## src/rtl/smr_pkg.sv

```systemverilog
package smr_pkg;

  typedef enum logic [2:0] {
    ST_IDLE,
    ST_DEVSEL,
    ST_ACKDEV,
    ST_ADDR,
    ST_ACKADDR,
    ST_TX,
    ST_MACK
  } smrState_e;

  // strobes from sequencer to datapath
  typedef struct packed {
    logic shiftIn;
    logic fetch;
    logic shiftTx;
    logic incAddr;
    logic loadAddr;
  } smrStrobe_t;

  // bus events from datapath to sequencer
  typedef struct packed {
    logic sclRise;
    logic sclFall;
    logic startSeen;
    logic stopSeen;
    logic sdaLevel;
    logic sclLevel;
  } smrBusEv_t;

endpackage

```

## src/rtl/smr_datapath.sv

```systemverilog
module smr_datapath
  import smr_pkg::*;
#(
  parameter int ADDR_W      = 7,
  parameter int DATA_W      = 8,
  parameter int SYNC_STAGES = 2
) (
  input  logic              clk,
  input  logic              rstN,
  input  logic              scl,
  input  logic              sdaIn,
  input  smrStrobe_t        strobe,
  output smrBusEv_t         busEv,
  output logic [DATA_W-1:0] rxByte,
  output logic              txBit,
  output logic [ADDR_W-1:0] memAddr,
  output logic              memRdEn,
  input  logic [DATA_W-1:0] memRdData
);

  logic [SYNC_STAGES-1:0] sclPipe, sdaPipe;
  logic                   sclPrev, sdaPrev;
  logic                   sclS, sdaS;
  logic [DATA_W-1:0]      rxShift, txShift;
  logic [ADDR_W-1:0]      addrCnt;
  logic                   fillPending;

  // line synchronisers, reset to the idle (high) level
  always_ff @(posedge clk) begin
    if (!rstN) begin
      sclPipe <= '1;
      sdaPipe <= '1;
      sclPrev <= 1'b1;
      sdaPrev <= 1'b1;
    end else begin
      sclPipe <= {sclPipe[SYNC_STAGES-2:0], scl};
      sdaPipe <= {sdaPipe[SYNC_STAGES-2:0], sdaIn};
      sclPrev <= sclS;
      sdaPrev <= sdaS;
    end
  end

  assign sclS = sclPipe[SYNC_STAGES-1];
  assign sdaS = sdaPipe[SYNC_STAGES-1];

  assign busEv.sclRise   = sclS && !sclPrev;
  assign busEv.sclFall   = !sclS && sclPrev;
  assign busEv.startSeen = sclS && sclPrev && sdaPrev && !sdaS;
  assign busEv.stopSeen  = sclS && sclPrev && !sdaPrev && sdaS;
  assign busEv.sdaLevel  = sdaS;
  assign busEv.sclLevel  = sclS;

  // receive shifter, read pointer, transmit shifter
  always_ff @(posedge clk) begin
    if (!rstN) begin
      rxShift     <= '0;
      txShift     <= '1;
      addrCnt     <= '0;
      fillPending <= 1'b0;
    end else begin
      if (strobe.shiftIn) rxShift <= {rxShift[DATA_W-2:0], sdaS};
      if (strobe.loadAddr) addrCnt <= rxShift[ADDR_W-1:0];
      else if (strobe.incAddr) addrCnt <= addrCnt + 1'b1;
      fillPending <= strobe.fetch;
      if (fillPending) txShift <= memRdData;
      else if (strobe.shiftTx) txShift <= {txShift[DATA_W-2:0], 1'b1};
    end
  end

  assign rxByte  = rxShift;
  assign txBit   = txShift[DATA_W-1];
  assign memAddr = addrCnt;
  assign memRdEn = strobe.fetch;

  // pointer steps by one, modulo its width
  p_step_one_r5: assert property (@(posedge clk) disable iff (!rstN)
    strobe.incAddr && !strobe.loadAddr |=> addrCnt == ADDR_W'($past(addrCnt) + 1'b1));

  // pointer holds without a strobe
  p_hold_ptr_r5: assert property (@(posedge clk) disable iff (!rstN)
    !strobe.incAddr && !strobe.loadAddr |=> $stable(addrCnt));

  // preset address taken from received byte
  p_preset_r10: assert property (@(posedge clk) disable iff (!rstN)
    strobe.loadAddr |=> addrCnt == $past(rxShift[ADDR_W-1:0]));

  // read strobe lasts a single cycle
  p_fetch_pulse_r12: assert property (@(posedge clk) disable iff (!rstN)
    memRdEn |=> !memRdEn);

endmodule

```

## src/rtl/smr_control.sv

```systemverilog
module smr_control
  import smr_pkg::*;
#(
  parameter int          DATA_W   = 8,
  parameter int          CHIP_W   = 3,
  parameter logic [3:0]  DEV_TYPE = 4'b1010
) (
  input  logic              clk,
  input  logic              rstN,
  input  smrBusEv_t         busEv,
  input  logic [DATA_W-1:0] rxByte,
  input  logic              txBit,
  input  logic [CHIP_W-1:0] chipSel,
  output smrStrobe_t        strobe,
  output logic              sdaOe
);

  localparam int TYPE_W = DATA_W - 1 - CHIP_W;
  localparam int CNT_W  = $clog2(DATA_W);
  localparam logic [CNT_W-1:0] LAST_BIT = CNT_W'(DATA_W - 1);

  smrState_e        state, stNext;
  logic [CNT_W-1:0] bitCnt, cntNext;
  logic             byteDone, doneNext;
  logic             selMatch;

  assign selMatch = (rxByte[DATA_W-1 -: TYPE_W] == TYPE_W'(DEV_TYPE)) &&
                    (rxByte[CHIP_W:1] == chipSel);

  always_comb begin
    stNext   = state;
    cntNext  = bitCnt;
    doneNext = byteDone;
    strobe   = '0;
    if (busEv.startSeen) begin
      stNext   = ST_DEVSEL;
      cntNext  = '0;
      doneNext = 1'b0;
    end else if (busEv.stopSeen) begin
      stNext   = ST_IDLE;
      doneNext = 1'b0;
    end else begin
      case (state)
        ST_DEVSEL, ST_ADDR: begin
          if (busEv.sclRise && !byteDone) begin
            strobe.shiftIn = 1'b1;
            if (bitCnt == LAST_BIT) doneNext = 1'b1;
            else cntNext = bitCnt + 1'b1;
          end
          if (busEv.sclFall && byteDone) begin
            doneNext = 1'b0;
            cntNext  = '0;
            if (state == ST_ADDR) begin
              strobe.loadAddr = 1'b1;
              stNext = ST_ACKADDR;
            end else if (selMatch) begin
              strobe.fetch = rxByte[0];
              stNext = ST_ACKDEV;
            end else begin
              stNext = ST_IDLE;
            end
          end
        end
        ST_ACKDEV: if (busEv.sclFall) begin
          stNext  = rxByte[0] ? ST_TX : ST_ADDR;
          cntNext = '0;
        end
        ST_ACKADDR: if (busEv.sclFall) stNext = ST_IDLE;
        ST_TX: if (busEv.sclFall) begin
          if (bitCnt == LAST_BIT) begin
            strobe.incAddr = 1'b1;
            stNext = ST_MACK;
          end else begin
            strobe.shiftTx = 1'b1;
            cntNext = bitCnt + 1'b1;
          end
        end
        ST_MACK: begin
          if (busEv.sclRise) begin
            if (!busEv.sdaLevel) begin
              strobe.fetch = 1'b1;
              doneNext = 1'b1;
            end else begin
              stNext = ST_IDLE;
            end
          end
          if (busEv.sclFall && byteDone) begin
            stNext   = ST_TX;
            cntNext  = '0;
            doneNext = 1'b0;
          end
        end
        default: stNext = ST_IDLE;
      endcase
    end
  end

  always_ff @(posedge clk) begin
    if (!rstN) begin
      state    <= ST_IDLE;
      bitCnt   <= '0;
      byteDone <= 1'b0;
    end else begin
      state    <= stNext;
      bitCnt   <= cntNext;
      byteDone <= doneNext;
    end
  end

  assign sdaOe = (state == ST_ACKDEV) || (state == ST_ACKADDR) ||
                 ((state == ST_TX) && !txBit);

  // START restarts select reception
  p_start_restart_r9: assert property (@(posedge clk) disable iff (!rstN)
    busEv.startSeen |=> state == ST_DEVSEL);

  // STOP returns to idle
  p_stop_idle_r9: assert property (@(posedge clk) disable iff (!rstN)
    busEv.stopSeen |=> state == ST_IDLE && !sdaOe);

  // refused byte ends the transfer
  p_nack_idle_r8: assert property (@(posedge clk) disable iff (!rstN)
    state == ST_MACK && busEv.sclRise && busEv.sdaLevel && !busEv.startSeen && !busEv.stopSeen
    |=> state == ST_IDLE && !sdaOe);

  // wrong select code leads to idle
  p_mismatch_idle_r3: assert property (@(posedge clk) disable iff (!rstN)
    state == ST_DEVSEL && busEv.sclFall && byteDone && !selMatch &&
    !busEv.startSeen && !busEv.stopSeen |=> state == ST_IDLE);

  // drive changes only while the bus clock is low
  p_drive_scl_low_r4: assert property (@(posedge clk) disable iff (!rstN)
    !$stable(sdaOe) |-> !busEv.sclLevel);

endmodule

```

## src/rtl/serial_mem_reader.sv

```systemverilog
module serial_mem_reader
  import smr_pkg::*;
#(
  parameter int         ADDR_W   = 7,
  parameter int         DATA_W   = 8,
  parameter int         CHIP_W   = 3,
  parameter logic [3:0] DEV_TYPE = 4'b1010
) (
  input  logic              clk,
  input  logic              rstN,
  input  logic              scl,
  input  logic              sdaIn,
  output logic              sdaOe,
  input  logic [CHIP_W-1:0] chipSel,
  output logic [ADDR_W-1:0] memAddr,
  output logic              memRdEn,
  input  logic [DATA_W-1:0] memRdData
);

  smrStrobe_t        strobe;
  smrBusEv_t         busEv;
  logic [DATA_W-1:0] rxByte;
  logic              txBit;

  smr_datapath #(.ADDR_W(ADDR_W), .DATA_W(DATA_W), .SYNC_STAGES(2)) uDatapath (
    .clk(clk), .rstN(rstN), .scl(scl), .sdaIn(sdaIn), .strobe(strobe),
    .busEv(busEv), .rxByte(rxByte), .txBit(txBit), .memAddr(memAddr),
    .memRdEn(memRdEn), .memRdData(memRdData)
  );

  smr_control #(.DATA_W(DATA_W), .CHIP_W(CHIP_W), .DEV_TYPE(DEV_TYPE)) uControl (
    .clk(clk), .rstN(rstN), .busEv(busEv), .rxByte(rxByte), .txBit(txBit),
    .chipSel(chipSel), .strobe(strobe), .sdaOe(sdaOe)
  );

endmodule

```

## config.mk

```make
export PLATFORM = sky130hd
export DESIGN_NAME = serial_mem_reader
export DESIGN_NICKNAME = d
export VERILOG_FILES = /design/src/rtl/smr_pkg.sv /design/src/rtl/smr_datapath.sv /design/src/rtl/smr_control.sv /design/src/rtl/serial_mem_reader.sv
export SDC_FILE = /design/constraint.sdc
export NUM_CORES = 1
export LEC_CHECK = 0
export CAP_MARGIN = 20
export CORE_UTILIZATION = 30
export DETAILED_ROUTE_END_ITERATION = 10
export SLEW_MARGIN = 10
export SYNTH_ARGS = -nofsm -noshare
export SYNTH_HDL_FRONTEND = slang
export SYNTH_SLANG_ARGS = --single-unit
```

## constraint.sdc

```tcl
create_clock -name clk -period 1.9 [get_ports clk]
set_clock_uncertainty 0.1 [all_clocks]
set_input_delay 0.285 -clock clk [delete_from_list [all_inputs] [get_ports clk]]
set_output_delay 0.285 -clock clk [all_outputs]
set_load 0.05 [all_outputs]
```

Yosys cells after proc, flatten, opt, wreduce, memory -nomap -nowiden
Index checks and enable logic that the tools add are counted.

Register bits after elaboration: 37. Input bits: 15. Word-level logic and storage cells: 121.

$add $sub $neg: 2. Equality and inequality tests: 27. Mux-type cells: 48. Bitwise logic cells: 2. Reductions and logical operators: 30.

Operators by type and width (count): 2-to-1 mux 3 bit (15); 2-to-1 mux 1 bit (20); inequality test 4 x 3 -> 1 bit, second input constant (5); 2-to-1 mux 8 bit (2); case mux 3 bit (5 select lines) (1); 2-to-1 mux 7 bit (2); AND reduction 7 bit (2); == test 3 bit, second input constant (4); inequality test 2 x 1 -> 1 bit, second input constant (6); case mux 3 bit (4 select lines) (1); logical AND 1 bit (11); 2-to-1 mux 5 bit (2); inequality test 3 x 1 -> 1 bit, second input constant (3); adder 7 x 1 -> 7 bit, second input constant (1); == test 3 x 2 -> 1 bit, second input constant (2); zero test 1 bit (6); 2-to-1 mux 2 bit (3); inequality test 3 x 2 -> 1 bit, second input constant (2); AND reduction 6 bit (1); nonzero test 2 bit (3); inequality test 5 x 3 -> 1 bit, second input constant (1); inequality test 5 x 4 -> 1 bit, second input constant (1); AND reduction 5 bit (1); == test 4 bit, second input constant (1); other kinds (9) (13).

Logic depth before layout (Yosys ltp)
Gate-level depths: netlist of the first run.

Depth after elaboration: 10. Depth in mapped cells: 7.

Cells and area by module
From an unflattened synthesis of the first run, not the netlist that was laid out.

Cells, all modules: 216. Area, all modules: 1958.1 um^2.

By module, submodules not included: smr_datapath (instances 1, cells each 126, area each 1285.0 um^2); smr_control (instances 1, cells each 90, area each 673.1 um^2).

Worst setup path before layout of the first run
Ideal clock, no wire load.

Path type: flip-flop to output port. Start: register uControl.state[1]. End: output sdaOe. Arrival: 1.469 ns. Data required time: 1.515 ns. Slack: 0.046 ns. Cell stages (with the launch flop): 5. Path through: dfxtp_1 > buf_6 > nor2b_1 > inv_1 > o22ai_1.

Cells in the longest elaborated chain, start to end: 3.

Ends and longest elaborated chain: start, declared (RTL line smr_control.sv:22) `smrState_e state, stNext;`; start signal, assigned (RTL line smr_control.sv:104) `state <= stNext;`; == test 3 x 2 -> 1 bit (tied with other cells) (RTL line smr_control.sv:110) `assign sdaOe = (state == ST_ACKDEV) || (state == ST_ACKADDR) ||`; logical OR 1 bit or logical AND 1 bit (tied branches) (RTL line smr_control.sv:110, smr_control.sv:111); logical OR 1 bit (*) (RTL line smr_control.sv:110); end, declared (RTL line serial_mem_reader.sv:13) `output logic sdaOe,`.

Mark *: on every way between the ends. The rest lies on a longest branch, timed or not.

Worst setup path in the final report of the first run
Start: input chipSel[1]. End: output memRdEn.

Cells in the longest elaborated chain, start to end: 8.

Ends and longest elaborated chain: start, declared (RTL line serial_mem_reader.sv:14) `input logic [CHIP_W-1:0] chipSel,`; == test 3 bit (RTL line smr_control.sv:28) `(rxByte[CHIP_W:1] == chipSel);`; logical AND 1 bit (RTL line smr_control.sv:27) `assign selMatch = (rxByte[DATA_W-1 -: TYPE_W] == TYPE_W'(DEV_TYPE)) &&`; 2-to-1 mux 1 bit (RTL line smr_control.sv:56) `end else if (selMatch) begin`; 2-to-1 mux 1 bit (RTL line smr_control.sv:53) `if (state == ST_ADDR) begin`; 2-to-1 mux 1 bit (RTL line smr_control.sv:50) `if (busEv.sclFall && byteDone) begin`; case mux 1 bit (2 select lines) (RTL line smr_control.sv:43) `case (state)`; 2-to-1 mux 5 bit (RTL line smr_control.sv:39) `end else if (busEv.stopSeen) begin`; 2-to-1 mux 5 bit (RTL line smr_control.sv:35) `if (busEv.startSeen) begin`; end, declared (RTL line serial_mem_reader.sv:16) `output logic memRdEn,`.

Every way passes these cells.

==> flow_summary.ini, run 1 <==
[timing]
fin_ws_ns = -0.0710
slew_headroom = 0.694
rsz0062_at_grt = true
fin_crit_sh = 1.04
fmax_mhz = 507
worst_pin_slew_ns = 0.459
finalSetupViolations = 1
holdWs_ns = 0.311
finalMaxSlewViolations = 0
period_minus_slack_ns = 1.97
hold_viol = 0

[synth]
syn_avg_cell_area_um2 = 8.93
synth-seq-area-share = 0.359
ys.flop_type = dfxtp_1
synth_top_cell_area_share = 0.359
yosys.cell_count.top_type = dfxtp_1
synth_edf_count = 0
synth_cell_type_count = 55
yosysTopAreaCell = dfxtp_1
yosys_warnings = 0
synth-async-reset-ratio = 0
synth_area_leaders = dfxtp_1, mux2i_1, nand2_1, mux2_1, o21ai_0
ys_ff_latch = 37
synth_nets = 248
synth.cell_area_um2 = 2060
yosys-top-cells-count = dfxtp_1, nand2_1, mux2i_1, o21ai_0, nor2b_1
synthCells = 231

[placed_design]
post-dp-hpwl_um = 3270
numPortBuffers = 23
place_area_um2 = 2420
gp_congestion = 0.829

[setup_path]
path_cells = clkdlybuf4s50_1 -> xor2_1 -> nor4_4 -> a32o_2 -> buf_12
cpLargestDelayFamily = buffers and inverters
endpoint_kind = output port
rrSetupSlack_ns = 0.14
required_ns = 1.51
rr_endpoint = uDatapath.memAddr[5]
worstSetupPathDepth = 5
cp_slowest_stage_delay_ns = 0.42
cp_slowest_cell = clkdlybuf4s50_1
timing.rr.start = uControl.state[0]
worstPathArrival_ns = 1.59
cp-start-kind = primary input
cp-startpoint = chipSel[1]
worst-path-buf-inv = 2
worstSetupPathType = in2out
rr_worst_depth = 6
critPathCapture = memRdEn
crit_fanout = 2

[layout]
postLayoutCellArea_um2 = 2570
area_growth_pct = 24.6
nets = 280
fin_util = 0.396
fillers = 642
drive_above_1_share = 0.213
num_antenna_cells = 0

[pwr]
switchingPower_uw = 349
leakagePower_uw = 0.00102
pwr-share-clk = 0.375
vdd_ir_drop_max_mv = 0.307
p_per_area_nw_per_um2 = 563
p_comb_frac = 0.080
seq_power_share = 0.545
internal-power_uw = 1100
p_sw_frac = 0.241

[global_routing]
gr-usage-all-layers = 0.134
antenna_found_initial = 0
grt_overflow_total = 0
grt_start_max_net_pins = 30
grt_pass1_wl_um = 7670
grt_pass1_vias = 1592

[hold_path]
holdPathStages = 1
min_path_type = reg2reg

[route]
via_count = 1761
drcViolationCount = 0
viasPerCell = 5.18
wirelength_um = 4520
avgRoutedWirePerCell_um = 13.3
drt_iter0_markers = 97
ant_nets = 0
dr.pass1.iters = 5

[floorplan]
ios = 24
die_w_um = 84.9
rows = 29
core_um2 = 6490
die_area_um2 = 7210
die_h_um = 84.9
start_util = 0.317

[clock_tree]
clock_latency_ns = 0.29
root_buffer = clkbuf_8
cts_sinks = 37
htree_levels = 2
cts.clk_slew.worst_paths_ns = 0.07
cts_buffers = 5
clockBufferDepth = 2
tritoncts = yes

[run_status]
status = complete, but fails checks
violations = negative setup slack

[job]
cap_violations = 0
-- what timing repair did --
item	in CTS	in global routing
buffers inserted	0	1
resized for setup	7	12
hold buffers	0	0
pin swaps	3	1
setup endpoints to repair	2	19
-- how the worst min path moves through the flow --
stage,start,to,slack [ns]
floorplan,rstN,uDatapath.sclPipe[1],0.26
global placement,uDatapath.sdaPipe[0],uDatapath.sdaPipe[1],0.29
detailed placement,uDatapath.sclPipe[0],uDatapath.sclPipe[1],0.30
CTS,uDatapath.sclPipe[0],uDatapath.sclPipe[1],0.32
global route,uDatapath.sclPipe[0],uDatapath.sclPipe[1],0.35
finish,uDatapath.sclPipe[0],uDatapath.sclPipe[1],0.31
-- layer usage --
metal	global-route usage	wire, um	vias up
met3	0.0233	157	8
met2	0.200	2050	34
met1	0.186	2240	826
li1	-	-	893
met5	0	0	-
met4	0.0647	78	0
-- final cells by class --
type,count,area (um2),share of cell area
multi-input cells,173,1260,0.492
flip-flops and latches,37,747,0.291
repair buffers,38,352,0.137
well taps,77,96.3,0.0375
clock buffers,6,72.6,0.0282
inverters,8,30.0,0.0117
clock inverters,1,8.76,0.00341
-- worst reg2reg max path, stage by stage (launching register included) --
cell      delay (ns)
dfxtp_1         0.33
buf_4           0.20
and3b_2         0.31
and3_1          0.36
nor2_4          0.10
o21ai_0         0.18
a21boi_1        0.08
-- per-stage QoR --
stage	TNS [ns]	std cells	power, uW	setup slack [ns]
after floorplan	0	231	863	0.0463
after global placement	-0.135	332	916	-0.135
after detailed placement	-0.139	332	916	-0.139
after CTS	-0.114	339	1460	-0.114
after global routing	-0.150	340	1520	-0.150
final	-0.0710	340	1450	-0.0710
-- state kept, by name, summed over array words and instances, names as in the netlist --
name / cells
uDatapath.sdaPrev: 1
uDatapath.rxByte: 8
uDatapath.sclPrev: 1
uControl.byteDone: 1
uDatapath.fillPending: 1
uDatapath.sdaPipe: 2
uControl.state: 3
uDatapath.sclPipe: 2
uDatapath.memAddr: 7
uDatapath.txShift: 8
uControl.bitCnt: 3
-- power groups by stage --
| stage | logic (uW) | clock network [uW] | registers, uW |
|---|---|---|---|
| after floorplan | 61.0 | 0 | 802 |
| after global placement | 110 | 0 | 806 |
| after detailed placement | 110 | 0 | 806 |
| after CTS | 113 | 561 | 787 |
| after global routing | 127 | 599 | 789 |
| final | 116 | 543 | 788 |
-- cells in the final DEF (no fill, tap or decap), types with 6 or more instances in the layout --
cell,netlist,routed
nor2b_1,10,9
dfxtp_1,37,32
buf_4,2,20
a21boi_1,6,6
o21ai_0,13,12
inv_1,7,7
nor2_1,8,8
nand2b_1,9,9
and3_1,6,6
clkdlybuf4s50_1,0,13
mux2_1,7,6
mux2i_1,16,16
nand2_1,24,23
-- kinds of logic (layout without fill, tap and decap cells) --
kind of cell | Yosys count | count (layout) | share of synthesized area
multiplexers | 24 | 24 | 0.121
adder cells (fa/ha/maj) | 2 | 2 | 0.0121
XOR/XNOR | 5 | 5 | 0.0212
flip-flops | 37 | 37 | 0.359
AO/OA/AOI/OAI | 55 | 55 | 0.180
AND/OR/NAND/NOR | 87 | 87 | 0.254
buffers and inverters | 21 | 53 | 0.0522
(Power assumes the default switching activity.)
==> run 2: changes to the inputs <==
clock period = 2.4 ns   (was 1.9 ns; I/O delays follow)
==> flow_summary.ini, run 2 (same netlist as run 1, synthesis figures left out) <==
[hold_path]
min_path_type = reg2reg

[global_routing]
grt_overflow_total = 0
grt_pass1_wl_um = 7650
grt_pass1_vias = 1605
gr-usage-all-layers = 0.132
grt_start_max_net_pins = 19
antenna_found_initial = 0

[layout]
drive_above_1_share = 0.125
nets = 273
final_cell_mix = dfxtp_1, nand2_1, clkdlybuf4s50_1
area_growth_pct = 20.1
fillers = 659
fin_util = 0.381
final_common_cell = dfxtp_1
seqCellArea_um2 = 741
layout.cells.non_filler = 334
num_antenna_cells = 0
multi_input_area_um2 = 1210

[timing]
finalMaxSlewViolations = 0
rsz0062_at_grt = false
slew_headroom = 0.667
tns_ns = 0
finalSetupViolations = 0
worst_pin_slew_ns = 0.497
fin_crit_sh = 0.908
period_minus_slack_ns = 2.18
hold_viol = 0
fmax_mhz = 459

[placed_design]
numPortBuffers = 23
post-dp-hpwl_um = 3310
gp_congestion = 0.793
place_inst = 326

[clock_tree]
post-cts-setup-buffers = 0
cts.clk_slew.worst_paths_ns = 0.07
tritoncts = yes
htree_levels = 2
cts_buffers = 5
cts_sinks = 37
root_buffer = clkbuf_8
cts.repair.resized = 0
clock_latency_ns = 0.29
postCtsHoldBufs = 0
clockBufferDepth = 2

[setup_path]
cp_slowest_stage_delay_ns = 0.41
cpLargestDelayFamily = buffers and inverters
cp-start-kind = primary input
crit_fanout = 2
path_cells = clkdlybuf4s50_1 -> xor2_1 -> nor4_2 -> a32o_2 -> buf_12
cp_slowest_cell = clkdlybuf4s50_1
worstPathArrival_ns = 1.72
required_ns = 1.94
worst-path-buf-inv = 2
worstSetupPathType = in2out
endpoint_kind = output port

[run_status]
status = finished clean

[route]
ant_nets = 0
wirelength_um = 4520
viasPerCell = 5.08
avgRoutedWirePerCell_um = 13.5
drt_iter0_markers = 116
dr.pass1.iters = 4
drcViolationCount = 0
via_count = 1698

[pwr]
switchingPower_uw = 272
pwr-share-clk = 0.376
p_sw_frac = 0.239
leakagePower_uw = 0.000949
internal-power_uw = 866
p_comb_frac = 0.076
seq_power_share = 0.548
p_per_area_nw_per_um2 = 460
vdd_ir_drop_max_mv = 0.247

[floorplan]
die_w_um = 84.9
rows = 29
core_um2 = 6490
ios = 24
start_util = 0.317
die_area_um2 = 7210
die_h_um = 84.9

[job]
cap_violations = 0
==> run 2: metal layers <==
layer / GRT usage / vias up / wire length (um)
met2: 0.199 / 37 / 1960
met4: 0.0493 / 0 / 96
met5: 0 / - / 0
met3: 0.0292 / 7 / 148
li1: - / 874 / -
met1: 0.185 / 780 / 2310
==> run 2: stage by stage <==
step | setup WS, ns | cell area, um2 | power, uW | hold slack, ns
after global routing | 0.117 | 2480 | 1190 | 0.319
final | 0.220 | 2480 | 1140 | 0.308
after CTS | 0.0541 | 2480 | 1160 | 0.310
after global placement | 0.209 | 2390 | 724 | 0.287
after detailed placement | 0.234 | 2390 | 725 | 0.292
after floorplan | 0.471 | 2060 | 684 | 0.286
==> run 2: final timing paths <==
kind	to	startpoint	slack, ns	depth (start not counted)
worst max-delay path	memRdEn	chipSel[2]	0.22	5
worst min-delay path	uDatapath.sclPipe[1]	uDatapath.sclPipe[0]	0.31	1
worst max register to register	uDatapath.memAddr[6]	uControl.state[1]	0.50	6
worst min register to register	uDatapath.sclPipe[1]	uDatapath.sclPipe[0]	0.31	1
==> run 2: area by class of cell <==
type / instances / share of cell area
clock buffers: 5 / 0.0278
inverters: 8 / 0.0121
clock inverters: 3 / 0.00707
flip-flops and latches: 37 / 0.299
well taps: 77 / 0.0389
repair buffers: 31 / 0.125
multi-input cells: 173 / 0.490
==> run 2: power groups by stage <==
| stage | logic [uW] | clock network [uW] | registers [uW] |
|---|---|---|---|
| finish | 86.4 | 428 | 624 |
| global route | 94.3 | 472 | 625 |
| global placement | 86.1 | 0 | 638 |
| CTS | 86.7 | 445 | 624 |
| floorplan | 48.3 | 0 | 635 |
| detailed placement | 86.5 | 0 | 638 |
==> run 2: worst register-to-register path, delay by kind of cell (launching register included) <==
kind	cells	cell delay (ns)
simple gates	3	0.94
compound gates	2	0.26
flops	1	0.32
buf+inv	1	0.17
==> run 3: changes to the inputs <==
ABC_AREA = 1   (was not set)
CORE_MARGIN = 2   (was not set)
==> flow_summary.ini, run 3 <==
[run_status]
status = finished clean

[timing]
holdWs_ns = 0.316
period_minus_slack_ns = 2.16
finalSetupViolations = 0
slew_headroom = 0.627
hold_viol = 0
rsz0062_at_grt = false
tns_ns = 0
fmax_mhz = 462
fin_crit_sh = 0.902
finalMaxSlewViolations = 0
worst_pin_slew_ns = 0.557

[layout]
final_common_cell = nand2_1
fin_util = 0.374
final_cell_mix = nand2_1, nor2_1, dfxtp_1
drive_above_1_share = 0.0957
area_growth_pct = 19.8
nets = 340
num_antenna_cells = 0
layout.cells.non_filler = 401
fillers = 668

[clock_tree]
htree_levels = 2
tritoncts = yes
postCtsHoldBufs = 0
root_buffer = clkbuf_8
cts_sinks = 37
cts.repair.resized = 0
clock_latency_ns = 0.29
cts_buffers = 5
cts.clk_slew.worst_paths_ns = 0.07
clockBufferDepth = 2
post-cts-setup-buffers = 0

[synth]
yosys.cell_count.top_type = nand2_1
synth_cell_type_count = 28
yosys_warnings = 0
synth_area_leaders = dfxtp_1, nand2_1, nor2_1, a21oi_1, nand3_1
ys_ff_latch = 37
synth-async-reset-ratio = 0
synthCells = 298
ys.flop_type = dfxtp_1
synth_nets = 315
syn_avg_cell_area_um2 = 6.65
synth.cell_area_um2 = 1980
synth_edf_count = 0
synth_top_cell_area_share = 0.374
yosys-top-cells-count = nand2_1, nor2_1, dfxtp_1, inv_1, a21oi_1
synth-seq-area-share = 0.374
yosysTopAreaCell = dfxtp_1

[global_routing]
grt_pass1_wl_um = 7610
grt_start_max_net_pins = 20
antenna_found_initial = 0
grt_pass1_vias = 1702
grt_overflow_total = 0
gr-usage-all-layers = 0.130

[route]
ant_nets = 0
wirelength_um = 4530
drt_iter0_markers = 99
drcViolationCount = 0
viasPerCell = 4.75
avgRoutedWirePerCell_um = 11.3
dr.pass1.iters = 4
via_count = 1904

[setup_path]
required_ns = 1.94
crit_fanout = 5
cp-start-kind = register
cp_slowest_cell = dfxtp_1
worstSetupPathType = reg2out
endpoint_kind = output port
worstPathArrival_ns = 1.70
cp_slowest_stage_delay_ns = 0.45
path_cells = inv_2 -> nor2_2 -> nand2_1 -> nor2_1 -> nand4_1 -> nand2_1 -> buf_12
cpMostUsedCell = nand2_1

[floorplan]
start_util = 0.312
die_area_um2 = 7270
rows = 29
die_w_um = 85.3
core_um2 = 6350
ios = 24
die_h_um = 85.3

[pwr]
vdd_ir_drop_max_mv = 0.314
leakagePower_uw = 0.00109
p_total_uw = 1120
p_per_area_nw_per_um2 = 471

[placed_design]
gp_congestion = 0.827
numPortBuffers = 23
post-dp-hpwl_um = 3520
place_inst = 393

[job]
cap_violations = 0

[hold_path]
min_path_type = reg2reg
run 3: worst paths after layout:
kind | from | end | slack [ns] | cells past startpoint
hold / removal | uDatapath.sdaPipe[0] | uDatapath.sdaPipe[1] | 0.32 | 1
hold reg to reg | uDatapath.sdaPipe[0] | uDatapath.sdaPipe[1] | 0.32 | 1
setup reg to reg | uDatapath.sclPipe[1] | uDatapath.rxByte[6] | 0.54 | 7
setup / recovery | uControl.state[0] | memRdEn | 0.24 | 7
run 3: cell type report:
| cell class | count | area (um2) | share of cell area |
|---|---|---|---|
| repair buffers | 25 | 253 | 0.106 |
| well taps | 77 | 96.3 | 0.0406 |
| clock buffers | 6 | 72.6 | 0.0306 |
| clock inverters | 2 | 10.0 | 0.00422 |
| multi-input cells | 222 | 1080 | 0.455 |
| flip-flops and latches | 37 | 741 | 0.312 |
| inverters | 32 | 120 | 0.0506 |
run 3: logic make-up after synthesis:
family	share of synthesized area
buffers and inverters	0.0802
AOI/OAI and AO/OA	0.155
adders and majority gates	0.0126
xor gates and xnor gates	0.0354
DFF	0.374
and+or+nand+nor	0.343
run 3: layer usage:
layer | vias up | GRT usage | wire length, um | share of wire
met1 | 845 | 0.167 | 2200 | 0.48
li1 | 1013 | - | - | -
met5 | - | 0 | 0 | 0
met2 | 38 | 0.210 | 2080 | 0.46
met3 | 8 | 0.0272 | 162 | 0.036
met4 | 0 | 0.0592 | 88 | 0.019
run 3: critical path: cells and delay by family (launching register included):
family | cells | cell delay (ns)
and+or+nand+nor | 5 | 0.70
buffers and inverters | 2 | 0.26
DFF | 1 | 0.45
run 3: power by group:
group          internal, uW  switching [uW]  total (uW)
Clock                   201             210         411
Sequential              621            6.30         627
Combinational          38.7            40.6        79.3
run 3: metrics by stage:
step | cell area (um2) | worst slack (ns)
final | 2370 | 0.235
after global routing | 2370 | 0.116
after CTS | 2370 | 0.241
after detailed placement | 2290 | 0.403
after global placement | 2290 | 0.400
after floorplan | 1980 | 0.560
